<file path="src/rtl/simd_addsub_pkg.sv">
package simd_addsub_pkg;

   // Instruction field positions (fixed by the encoding)
   localparam int FLD_RD_LO  = 0;
   localparam int FLD_RN_LO  = 5;
   localparam int FLD_OPC_LO = 11;
   localparam int FLD_RM_LO  = 16;
   localparam int FLD_SZ_LO  = 22;
   localparam int FLD_U      = 29;
   localparam int FLD_Q      = 30;

   localparam int REG_IDX_W  = 5;
   localparam int OPC_W      = 5;
   localparam int SZ_W       = 2;
   localparam int NUM_SIZES  = 1 << SZ_W;

   localparam logic [OPC_W-1:0] OPC_ARITH = 5'b10000;
   localparam logic [OPC_W-1:0] OPC_LOGIC = 5'b00011;

   localparam int PC_STEP = 4;

   localparam int ADD_BANKED    = 0;
   localparam int ADD_SEGMENTED = 1;

   typedef enum logic [SZ_W-1:0] {
      EW_8  = 2'b00,
      EW_16 = 2'b01,
      EW_32 = 2'b10,
      EW_64 = 2'b11
   } elem_sz_e;

   typedef struct packed {
      logic                  q;
      logic                  u;
      elem_sz_e              sz;
      logic [REG_IDX_W-1:0]  rd;
      logic [REG_IDX_W-1:0]  rn;
      logic [REG_IDX_W-1:0]  rm;
      logic                  is_arith;
      logic                  is_logic;
      logic                  is_unimpl;
      logic                  is_illegal;
      logic                  do_write;
   } dec_t;

endpackage

</file>
<file path="src/rtl/simd_decode.sv">
module simd_decode
   import simd_addsub_pkg::*;
#(
   parameter int INSN_W = 32
) (
   input  logic [INSN_W-1:0] insn,
   output dec_t              dec
);

   logic [OPC_W-1:0] opc;
   logic             unused_bits;

   assign opc         = insn[FLD_OPC_LO +: OPC_W];
   assign unused_bits = ^{insn[INSN_W-1], insn[28:24], insn[21], insn[10]};

   always_comb begin
      dec.q          = insn[FLD_Q];
      dec.u          = insn[FLD_U];
      dec.sz         = elem_sz_e'(insn[FLD_SZ_LO +: SZ_W]);
      dec.rd         = insn[FLD_RD_LO +: REG_IDX_W];
      dec.rn         = insn[FLD_RN_LO +: REG_IDX_W];
      dec.rm         = insn[FLD_RM_LO +: REG_IDX_W];
      dec.is_arith   = (opc == OPC_ARITH);
      dec.is_logic   = (opc == OPC_LOGIC);
      dec.is_unimpl  = !dec.is_arith && !dec.is_logic;
      // 64-bit lanes need a 128-bit vector; only the arithmetic path checks it
      dec.is_illegal = dec.is_arith && (dec.sz == EW_64) && !dec.q;
      dec.do_write   = dec.is_arith && !dec.is_illegal;
   end

endmodule

</file>
<file path="src/rtl/simd_lane.sv">
module simd_lane #(
   parameter int W = 8
) (
   input  logic [W-1:0] a,
   input  logic [W-1:0] b,
   input  logic         sub,
   output logic [W-1:0] y
);

   logic [W-1:0] b_eff;

   generate
      if (W < 1) begin : g_bad_w
         $error("simd_lane: W must be at least 1");
      end
   endgenerate

   // Single adder: subtract is a + ~b + 1, the result wraps at W bits
   assign b_eff = b ^ {W{sub}};
   assign y     = a + b_eff + W'(sub);

endmodule

</file>
<file path="src/rtl/simd_lane_bank.sv">
module simd_lane_bank
   import simd_addsub_pkg::*;
#(
   parameter int VEC_W       = 128,
   parameter int LANE_MIN    = 8,
   parameter int ADDER_STYLE = ADD_BANKED
) (
   input  logic [VEC_W-1:0] a,
   input  logic [VEC_W-1:0] b,
   input  logic             sub,
   input  logic [SZ_W-1:0]  sz,
   output logic [VEC_W-1:0] y
);

   localparam int LANE_MAX = LANE_MIN << (NUM_SIZES - 1);
   localparam int NCHUNK   = VEC_W / LANE_MIN;

   generate
      if (VEC_W % LANE_MAX != 0) begin : g_bad_vec
         $error("simd_lane_bank: VEC_W must be a multiple of the widest lane");
      end
      if (ADDER_STYLE != ADD_BANKED && ADDER_STYLE != ADD_SEGMENTED) begin : g_bad_style
         $error("simd_lane_bank: unknown ADDER_STYLE");
      end

      if (ADDER_STYLE == ADD_BANKED) begin : g_banked
         // One full set of lane adders per element size, chosen afterwards
         wire [VEC_W-1:0] bank [NUM_SIZES];

         for (genvar s = 0; s < NUM_SIZES; s++) begin : g_size
            localparam int W  = LANE_MIN << s;
            localparam int NL = VEC_W / W;
            wire [VEC_W-1:0] row;

            for (genvar l = 0; l < NL; l++) begin : g_lane
               simd_lane #(.W(W)) u_lane (
                  .a   (a[l*W +: W]),
                  .b   (b[l*W +: W]),
                  .sub (sub),
                  .y   (row[l*W +: W])
               );
            end

            assign bank[s] = row;
         end

         assign y = bank[sz];
      end else begin : g_segmented
         // One chunked carry chain; the chain restarts at every lane start
         always_comb begin
            int unsigned       msk;
            logic              carry;
            logic              cin;
            logic [LANE_MIN:0] tot;
            msk   = (32'd1 << sz) - 32'd1;
            carry = 1'b0;
            y     = '0;
            for (int c = 0; c < NCHUNK; c++) begin
               cin = ((c & msk) == 0) ? sub : carry;
               tot = {1'b0, a[c*LANE_MIN +: LANE_MIN]}
                   + {1'b0, b[c*LANE_MIN +: LANE_MIN] ^ {LANE_MIN{sub}}}
                   + {{LANE_MIN{1'b0}}, cin};
               y[c*LANE_MIN +: LANE_MIN] = tot[LANE_MIN-1:0];
               carry = tot[LANE_MIN];
            end
         end
      end
   endgenerate

endmodule

</file>
<file path="src/rtl/simd_addsub_unit.sv">
module simd_addsub_unit
   import simd_addsub_pkg::*;
#(
   parameter int INSN_W      = 32,
   parameter int VEC_W       = 128,
   parameter int LANE_MIN    = 8,
   parameter int PC_W        = 64,
   parameter int ADDER_STYLE = ADD_BANKED
) (
   input  logic                 clk,
   input  logic                 rst_n,
   input  logic                 in_valid,
   input  logic [INSN_W-1:0]    insn,
   input  logic [PC_W-1:0]      pc_in,
   input  logic [VEC_W-1:0]     vn_data,
   input  logic [VEC_W-1:0]     vm_data,
   output logic [REG_IDX_W-1:0] rn_idx,
   output logic [REG_IDX_W-1:0] rm_idx,
   output logic                 out_valid,
   output logic [VEC_W-1:0]     res_data,
   output logic [REG_IDX_W-1:0] rd_idx,
   output logic                 wr_en,
   output logic                 illegal,
   output logic                 unimpl,
   output logic                 logic_route,
   output logic [PC_W-1:0]      pc_next
);

   localparam int HALF_W = VEC_W / 2;

   generate
      if (INSN_W != 32) begin : g_bad_insn
         $error("simd_addsub_unit: field positions assume a 32-bit word");
      end
      if (VEC_W % 2 != 0) begin : g_bad_half
         $error("simd_addsub_unit: VEC_W must split into two halves");
      end
      if (PC_W < 3) begin : g_bad_pc
         $error("simd_addsub_unit: PC_W too narrow for the step");
      end
   endgenerate

   dec_t             dec;
   logic [VEC_W-1:0] lane_y;
   logic [VEC_W-1:0] masked_y;

   simd_decode #(.INSN_W(INSN_W)) u_dec (
      .insn (insn),
      .dec  (dec)
   );

   simd_lane_bank #(
      .VEC_W       (VEC_W),
      .LANE_MIN    (LANE_MIN),
      .ADDER_STYLE (ADDER_STYLE)
   ) u_bank (
      .a   (vn_data),
      .b   (vm_data),
      .sub (dec.u),
      .sz  (dec.sz),
      .y   (lane_y)
   );

   assign rn_idx   = dec.rn;
   assign rm_idx   = dec.rm;
   assign masked_y = dec.q ? lane_y : {{HALF_W{1'b0}}, lane_y[HALF_W-1:0]};

   always_ff @(posedge clk or negedge rst_n) begin
      if (!rst_n) begin
         out_valid   <= 1'b0;
         wr_en       <= 1'b0;
         illegal     <= 1'b0;
         unimpl      <= 1'b0;
         logic_route <= 1'b0;
         res_data    <= '0;
         rd_idx      <= '0;
         pc_next     <= '0;
      end else begin
         out_valid   <= in_valid;
         wr_en       <= in_valid && dec.do_write;
         illegal     <= in_valid && dec.is_illegal;
         unimpl      <= in_valid && dec.is_unimpl;
         logic_route <= in_valid && dec.is_logic;
         if (in_valid) begin
            res_data <= masked_y;
            rd_idx   <= dec.rd;
            pc_next  <= pc_in + PC_W'(PC_STEP);
         end
      end
   end

   // ---------------- assertions ----------------
   AST_LOW_LANE_ARITH: assert property (@(posedge clk) disable iff (!rst_n)
      in_valid && dec.do_write |=> res_data[LANE_MIN-1:0] ==
         ($past(dec.u) ? ($past(vn_data[LANE_MIN-1:0]) - $past(vm_data[LANE_MIN-1:0]))
                       : ($past(vn_data[LANE_MIN-1:0]) + $past(vm_data[LANE_MIN-1:0]))));

   AST_UPPER_HALF_ZERO: assert property (@(posedge clk) disable iff (!rst_n)
      in_valid && !insn[FLD_Q] |=> res_data[VEC_W-1:HALF_W] == '0);

   AST_ILLEGAL_NO_WRITE: assert property (@(posedge clk) disable iff (!rst_n)
      in_valid && insn[FLD_OPC_LO +: OPC_W] == OPC_ARITH && insn[FLD_SZ_LO +: SZ_W] == 2'b11
         && !insn[FLD_Q] |=> illegal && !wr_en);

   AST_LOGIC_ROUTED: assert property (@(posedge clk) disable iff (!rst_n)
      in_valid && insn[FLD_OPC_LO +: OPC_W] == OPC_LOGIC |=> logic_route && !wr_en && !illegal);

   AST_UNIMPL_NO_WRITE: assert property (@(posedge clk) disable iff (!rst_n)
      in_valid && insn[FLD_OPC_LO +: OPC_W] != OPC_ARITH && insn[FLD_OPC_LO +: OPC_W] != OPC_LOGIC
         |=> unimpl && !wr_en);

   AST_ONE_OUTCOME: assert property (@(posedge clk) disable iff (!rst_n)
      out_valid |-> $countones({wr_en, illegal, unimpl, logic_route}) == 1);

   AST_PC_STEP: assert property (@(posedge clk) disable iff (!rst_n)
      in_valid |=> pc_next == $past(pc_in) + PC_W'(PC_STEP));

   AST_IDLE_NO_WRITE: assert property (@(posedge clk) disable iff (!rst_n)
      !in_valid |=> !out_valid && !wr_en);

endmodule

</file>
<file path="config.mk">
export PLATFORM = sky130hd
export DESIGN_NAME = simd_addsub_unit
export DESIGN_NICKNAME = d
export VERILOG_FILES = /design/src/rtl/simd_addsub_pkg.sv /design/src/rtl/simd_decode.sv /design/src/rtl/simd_lane.sv /design/src/rtl/simd_lane_bank.sv /design/src/rtl/simd_addsub_unit.sv
export SDC_FILE = /design/constraint.sdc
export NUM_CORES = 1
export LEC_CHECK = 0
export BUFFER_PORTS_ARGS = -buffer_cell sky130_fd_sc_hd__buf_2
export CAP_MARGIN = 40
export CORE_MARGIN = 2
export CORE_UTILIZATION = 40
export CTS_CLUSTER_SIZE = 40
export DETAILED_ROUTE_END_ITERATION = 16
export PLACE_DENSITY = 0.62
export SLEW_MARGIN = 20
export SYNTH_ARGS = -nofsm -noshare
export SYNTH_HDL_FRONTEND = slang
export SYNTH_SLANG_ARGS = --single-unit
</file>
<file path="constraint.sdc">
create_clock -name clk -period 1.1 [get_ports clk]
set_input_delay 0 -clock clk [delete_from_list [all_inputs] [get_ports clk]]
set_output_delay 0 -clock clk [all_outputs]
set_load 0.05 [all_outputs]
</file>
==> results.py, run 1 <==
metrics = {
    "outcome": {
        "status": "finished with violations",
        "violations": "negative hold slack, negative setup slack",
    },
    "setup_path": {
        "critPathRequiredTime_ns": 1.57,
        "slowest_stage": "a221o_2",
        "critPathTopFamily": "compound AO/OA/AOI/OAI gates",
        "slowest_delay_ns": 0.42,
        "crit_chain": "clkbuf_16 > buf_6 > buf_12 > xor2_4 > ha_4 > nand2_4 > o21ai_2 > a221oi_2 > o21a_4 > o211ai_4 > a221o_2 > and3_4 > o21a_1 > o22ai_2 > xnor2_1 > mux2_4",
        "endpoint_kind": "flop",
        "crit_type": "input port to flop",
        "start_kind": "input port",
        "worst-path-buf-inv": 3,
        "r2r_start": "res_data[49]$_DFFE_PN0P_",
        "cp_max_fo": 8,
        "arrival_ns": 3.10,
        "startpoint": "insn[29]",
    },
    "sta": {
        "setup_viol_count_final": 358,
        "hold_viol": 2,
        "setup_tns_ns": -166.64,
        "grt_setup_unrepaired": "yes",
        "worst_slack_ns": -1.53,
        "timing.final.crit_share_pct": 239,
        "slew_violations": 0,
        "hold_slack_ns": -0.122,
        "period_minus_slack_ns": 2.63,
        "tightest_slew_ns": 0.690,
        "fmax_mhz": 380,
        "relSlewSlack_pct": 53.8,
        "fin_skew_ns": 0,
    },
    "clock_tree": {
        "cts_tree": "done",
        "clockBufferDepth": 3,
        "path_clk_slew_ns": 0.06,
        "cts-root-buf": "clkbuf_16",
        "insertion_delay_ns": 0.58,
        "numCtsBuffers": 27,
        "cts.sinks": 202,
        "htree_levels": 1,
    },
    "cells_and_area": {
        "final_nets": 4477,
        "design_area_mm2": 0.0362,
        "utilization_pct": 72.3,
        "layout-drive-gt1-share_pct": 51.6,
        "area_growth_pct": 78.6,
    },
    "power_and_ir_drop": {
        "peakVddDrop_mv": 1.81,
        "leakagePower_nw": 16.9,
        "design_power_total_mw": 50.1,
        "p_per_area_mw_per_mm2": 1380,
    },
    "logic_synthesis": {
        "synth_edf_count": 0,
        "syn_area_mm2": 0.0203,
        "ys_top_cells_by_area": "dfrtp_1 25%, xor2_1 9.0%, a21oi_1 8.5%, ha_1 8.5%, nor2_1 4.7%",
        "synthFlopType": "dfrtp_1",
        "synth_nets": 3064,
        "synth.most_common_cell": "a21oi_1",
        "yosys_warnings": 0,
        "synth_seq_cells": 202,
        "synth_cell_types": 99,
        "async_reset_ff_share_pct": 100,
        "yosysSeqAreaShare_pct": 24.9,
        "synth_common_cells": "346 x a21oi_1, 253 x nor2_1, 209 x xor2_1, 208 x nand2_1, 202 x dfrtp_1",
        "syn_inst": 2555,
        "yosys.area.top_type": "dfrtp_1",
        "synth_top_area_share_pct": 24.9,
        "synth.avg_cell_area_um2": 7.93,
    },
    "worst_hold_path": {
        "hold_class": "input port to flop",
        "hold_path_startpoint": "vn_data[1]",
    },
    "die": {
        "rows": 82,
        "core-area_mm2": 0.0501,
        "die_x_um": 229,
        "dieArea_mm2": 0.0525,
        "boundaryPins": 567,
        "dieHeight_um": 229,
        "start_util_pct": 40.5,
    },
    "routing": {
        "vias": 26403,
        "post_drt_wl_per_cell_um": 21.6,
        "drc_errors": 0,
        "drt-initial-drc-count": 2163,
        "drtAntennaViolNets": 0,
        "via_per_inst": 5.64,
        "wl_mm": 101,
        "firstDrtPassIters": 6,
    },
    "place": {
        "port_buffers": 538,
        "dpl.hpwl_mm": 72.0,
        "pre_cts_ws_ns": -2.28,
        "place_area_mm2": 0.0298,
        "gp_congestion": 0.986,
    },
    "global_routing": {
        "track_usage_pct": 34.8,
        "grt_pass1_vias": 26157,
        "antenna_found_initial": 26,
        "grt_max_degree": 62,
        "overflow": 0,
        "grt_pass1_wl_mm": 145,
    },
    "flow_run": {
        "drv_cap": 0,
    },
}
## stage by stage
stage	instances	hold slack, ns
after CTS	4605	-0.139
after global placement	4378	-0.170
after global routing	4678	-0.100
after detailed placement	4378	-0.167
after floorplan	2555	-0.296
final	4683	-0.122
## final cells by class
class	count	area, um^2
clock buffers	33	758
inverters	80	300
diodes	23	57.6
clock inverters	16	278
fillers	3772	13900
repair buffers	1546	11300
flip-flops and latches	202	5060
multi-input cells	2111	17600
well taps	672	841
## registers in the layout, summed over array words and instances (netlist names)
signal and cells:
wr_en 1, rd_idx 5, illegal 1, logic_route 1, res_data 128, unimpl 1
pc_next 64, out_valid 1
## cell usage in the layout, fill, tap and decap left out, types with 34 or more instances in the layout
| cell | netlist | routed |
|---|---|---|
| a22o_1 | 48 | 48 |
| o21ai_0 | 138 | 69 |
| buf_2 | 15 | 522 |
| nand2_1 | 208 | 178 |
| xnor2_1 | 104 | 74 |
| buf_6 | 0 | 79 |
| dfrtp_1 | 202 | 200 |
| a21o_1 | 66 | 65 |
| a21oi_2 | 3 | 96 |
| o21ai_2 | 0 | 34 |
| xor2_1 | 209 | 170 |
| buf_4 | 14 | 821 |
| ha_1 | 138 | 106 |
| o21bai_1 | 48 | 43 |
| nand4_1 | 66 | 66 |
| inv_1 | 77 | 72 |
| nand3_1 | 69 | 51 |
| o21ai_1 | 9 | 34 |
| a21oi_1 | 346 | 231 |
| nor2_1 | 253 | 222 |
| dlygate4sd3_1 | 0 | 89 |
## kinds of logic after synthesis
group / synth area share [%]
DFF: 24.9
muxes: 3.20
xor gates and xnor gates: 13.5
adders and majority gates: 10.2
AOI/OAI and AO/OA: 26.8
buffers and inverters: 4.84
and+or+nand+nor: 16.6
## power by group
part | internal (mW) | switching (mW)
Combinational | 12.4 | 17.3
Clock | 6.53 | 4.04
Sequential | 8.81 | 0.963
Total | 27.8 | 22.3
## worst paths after layout
| path | depth (start not counted) | to | slack, ns |
|---|---|---|---|
| worst max register to register | 3 | res_data[49]$_DFFE_PN0P_ | 0.14 |
| max in group asynchronous | 3 | res_data[19]$_DFFE_PN0P_ | 0.28 |
| min in group asynchronous | 3 | res_data[13]$_DFFE_PN0P_ | 0.03 |
| worst min register to register | 1 | res_data[113]$_DFFE_PN0P_ | 0.49 |
| worst min-delay path | 3 | res_data[1]$_DFFE_PN0P_ | -0.12 |
| worst max-delay path | 16 | res_data[46]$_DFFE_PN0P_ | -1.53 |
## worst register-to-register path, stage by stage, from the launching register on
cell     delay (ns)
dfrtp_1        0.39
nor2b_1        0.14
a31oi_1        0.20
o31ai_1        0.10
## metal layers
layer / share of wire [%] / track usage [%] / wire, um / vias up
li1: - / - / - / 12009
met1: 40 / 43.5 / 40600 / 12800
met2: 47 / 58.9 / 47800 / 1200
met3: 6.0 / 4.72 / 6100 / 390
met4: 6.6 / 16.9 / 6650 / 4
met5: 0.034 / 0 / 34 / -
## what timing repair did
| action | CTS | global route |
|---|---|---|
| endpoints found under the hold margin | 287 | 5 |
| endpoints found under the setup margin | 350 | 379 |
| gates cloned | 7 | 1 |
| buffers inserted | 90 | 69 |
| resized for setup | 285 | 365 |
| hold buffers | 88 | 5 |
| pin swaps | 208 | 252 |
Note: power is estimated with default switching activity, not from simulation.
==> inputs of run 2 (changes only) <==
CORE_AREA = 2 2 223 225   (was unset)
CORE_MARGIN = unset   (was 2)
CORE_UTILIZATION = unset   (was 40)
DIE_AREA = 0 0 225 227   (was unset)
PLACE_DENSITY = 0.64   (was 0.62)
==> results.py, run 2 (same netlist as run 1, synthesis figures left out) <==
metrics = {
    "cells_and_area": {
        "final_nets": 4618,
        "largest_reg_flops": 128,
        "final_cell_mix": "946 x buf_4, 320 x buf_2, 283 x buf_6",
        "utilization_pct": 78.9,
        "area_growth_pct": 89.1,
        "design_area_mm2": 0.0383,
        "regMostFlops": "res_data",
        "layout_commonest_cell": "buf_4",
        "top_regs": "res_data (128), pc_next (64), rd_idx (5)",
        "layout-drive-gt1-share_pct": 53.4,
    },
    "setup_path": {
        "r2r_slack_ns": -0.82,
        "slowest_stage": "or3b_2",
        "r2r_start": "pc_next[24]$_DFFE_PN0P_",
        "crit_chain": "buf_8 > buf_6 > buf_12 > buf_16 > xor2_1 > ha_1 > a21oi_1 > o21bai_1 > a21oi_1 > buf_4 > o21ai_1 > or3b_2 > o221ai_2 > a31oi_1 > xnor2_1 > a21oi_1",
        "timing.rr.end": "pc_next[24]$_DFFE_PN0P_",
        "endpoint_kind": "flop",
        "critPathRequiredTime_ns": 1.59,
        "critical_path.most_common_cell": "a21oi_1",
        "arrival_ns": 3.32,
        "cp_max_fo": 13,
        "r2r.worst_path.cells": 3,
        "startpoint": "insn[29]",
        "slowest_delay_ns": 0.49,
        "start_kind": "input port",
        "crit_type": "input port to flop",
    },
    "global_routing": {
        "grt_max_degree": 80,
        "grt_pass1_vias": 27875,
        "track_usage_pct": 39.0,
        "antenna_found_initial": 24,
        "overflow": 0,
        "grt_pass1_wl_mm": 155,
    },
    "routing": {
        "drtAntennaViolNets": 0,
        "wl_mm": 117,
        "top_layer_used": "met5",
        "drt-initial-drc-count": 2731,
        "wl_met2_mm": 52.9,
        "vias": 28397,
        "wirelength_met1_mm": 41.7,
        "via_per_inst": 5.95,
        "post_drt_wl_per_cell_um": 24.5,
        "dr_wl_met3_mm": 12.1,
        "drc_errors": 0,
        "firstDrtPassIters": 6,
    },
    "die": {
        "die_x_um": 225,
        "start_util_pct": 41.7,
        "boundaryPins": 567,
        "dieArea_mm2": 0.0511,
        "dieHeight_um": 227,
        "rows": 81,
        "core-area_mm2": 0.0485,
    },
    "sta": {
        "period_minus_slack_ns": 2.83,
        "tightest_slew_ns": 1.08,
        "fin_skew_ns": 0,
        "setup_viol_count_final": 362,
        "fmax_mhz": 354,
        "timing.final.crit_share_pct": 257,
        "grt_setup_unrepaired": "yes",
        "hold_slack_ns": -0.136,
        "slew_violations": 0,
        "worst_slack_ns": -1.73,
        "hold_viol": 13,
        "relSlewSlack_pct": 28.1,
    },
    "power_and_ir_drop": {
        "intPower_mw": 29.9,
        "seq_power_share_pct": 19.0,
        "p_per_area_mw_per_mm2": 1400,
        "power.switching_mw": 23.8,
        "combPwrFrac_pct": 61.3,
        "p_sw_share_pct": 44.3,
        "peakVddDrop_mv": 1.48,
        "clock_power_share_pct": 19.6,
        "leakagePower_nw": 18.0,
    },
    "place": {
        "port_buffers": 538,
        "gp_congestion": 0.990,
        "dpl.hpwl_mm": 71.4,
        "pre_cts_ws_ns": -2.28,
        "place_area_mm2": 0.0300,
    },
    "clock_tree": {
        "clockBufferDepth": 3,
        "path_clk_slew_ns": 0.06,
        "cts_tree": "done",
        "cts-root-buf": "clkbuf_16",
        "htree_levels": 1,
        "cts.sinks": 202,
        "numCtsBuffers": 29,
        "insertion_delay_ns": 0.64,
    },
    "worst_hold_path": {
        "hold_class": "input port to flop",
        "min_path_cells": 3,
        "holdPathEnd": "res_data[1]$_DFFE_PN0P_",
        "hold_path_startpoint": "vn_data[1]",
    },
    "outcome": {
        "status": "finished with violations",
        "violations": "negative hold slack, negative setup slack",
    },
    "flow_run": {
        "drv_cap": 0,
    },
}
[run 2: cell count changes in the layout (fill, tap and decap cells not counted), moves of 12 or more]
cell     change
buf_2      -202
a21oi_2     +19
buf_4      +125
a21oi_1     -12
buf_6      +204
[run 2: per-layer routing]
layer  GRT usage (%)  up-vias
met5            1.52        -
met3            11.0      700
li1                -    12285
met2            63.9     1796
met4            23.4       12
met1            45.5    13604
[run 2: worst max-delay path by stage]
stage                                      to  slack (ns)  cells past startpoint
floorplan           res_data[123]$_DFFE_PN0P_       -2.13                     18
global placement    res_data[127]$_DFFE_PN0P_       -2.26                     18
detailed placement  res_data[127]$_DFFE_PN0P_       -2.28                     18
CTS                  res_data[50]$_DFFE_PN0P_       -1.48                     15
global route         res_data[54]$_DFFE_PN0P_       -1.77                     16
finish               res_data[54]$_DFFE_PN0P_       -1.73                     16
[run 2: critical path, delay by kind of cell]
family | cells | cell delay (ns)
simple gates | 1 | 0.49
buf+inv | 5 | 0.79
compound gates | 7 | 1.23
fa+ha+maj | 1 | 0.33
xor+xnor | 2 | 0.45
[run 2: power by group through the flow]
stage	Combinational, mW	Sequential (mW)	Clock, mW
2_1_floorplan	9.78	14.5	0
3_3_place_gp	24.5	9.77	0
3_5_place_dp	24.8	9.83	0
4_1_cts	29.2	10.0	10.4
5_1_grt	34.4	10.3	10.8
6_report	33.0	10.2	10.6
[run 2: repair_timing]
item | 4_1_cts | 5_1_grt
setup endpoints to repair | 348 | 379
gates resized for setup | 737 | 347
gates cloned | 5 | 3
buffers inserted | 150 | 118
pin swaps | 253 | 271
endpoints found under the hold margin | 303 | 18
hold buffers | 91 | 14
[run 2: layout make-up]
cell class              count  area [um^2]
clock buffers              38          820
multi-input cells        2111        17400
well taps                 622          778
fillers                  3084        10200
inverters                  80          308
repair buffers           1685        13700
diodes                     23         57.6
flip-flops and latches    202         5070
clock inverters            15          204
[run 2: metrics by stage]
step | cells | setup TNS [ns] | hold slack [ns] | total power, mW
floorplan | 2555 | -218.63 | -0.296 | 24.3
global placement | 4367 | -243.99 | -0.00443 | 34.3
detailed placement | 4367 | -250.39 | 0.000341 | 34.6
CTS | 4652 | -167.17 | -0.138 | 49.7
global route | 4769 | -189.59 | -0.112 | 55.5
finish | 4776 | -177.79 | -0.136 | 53.8
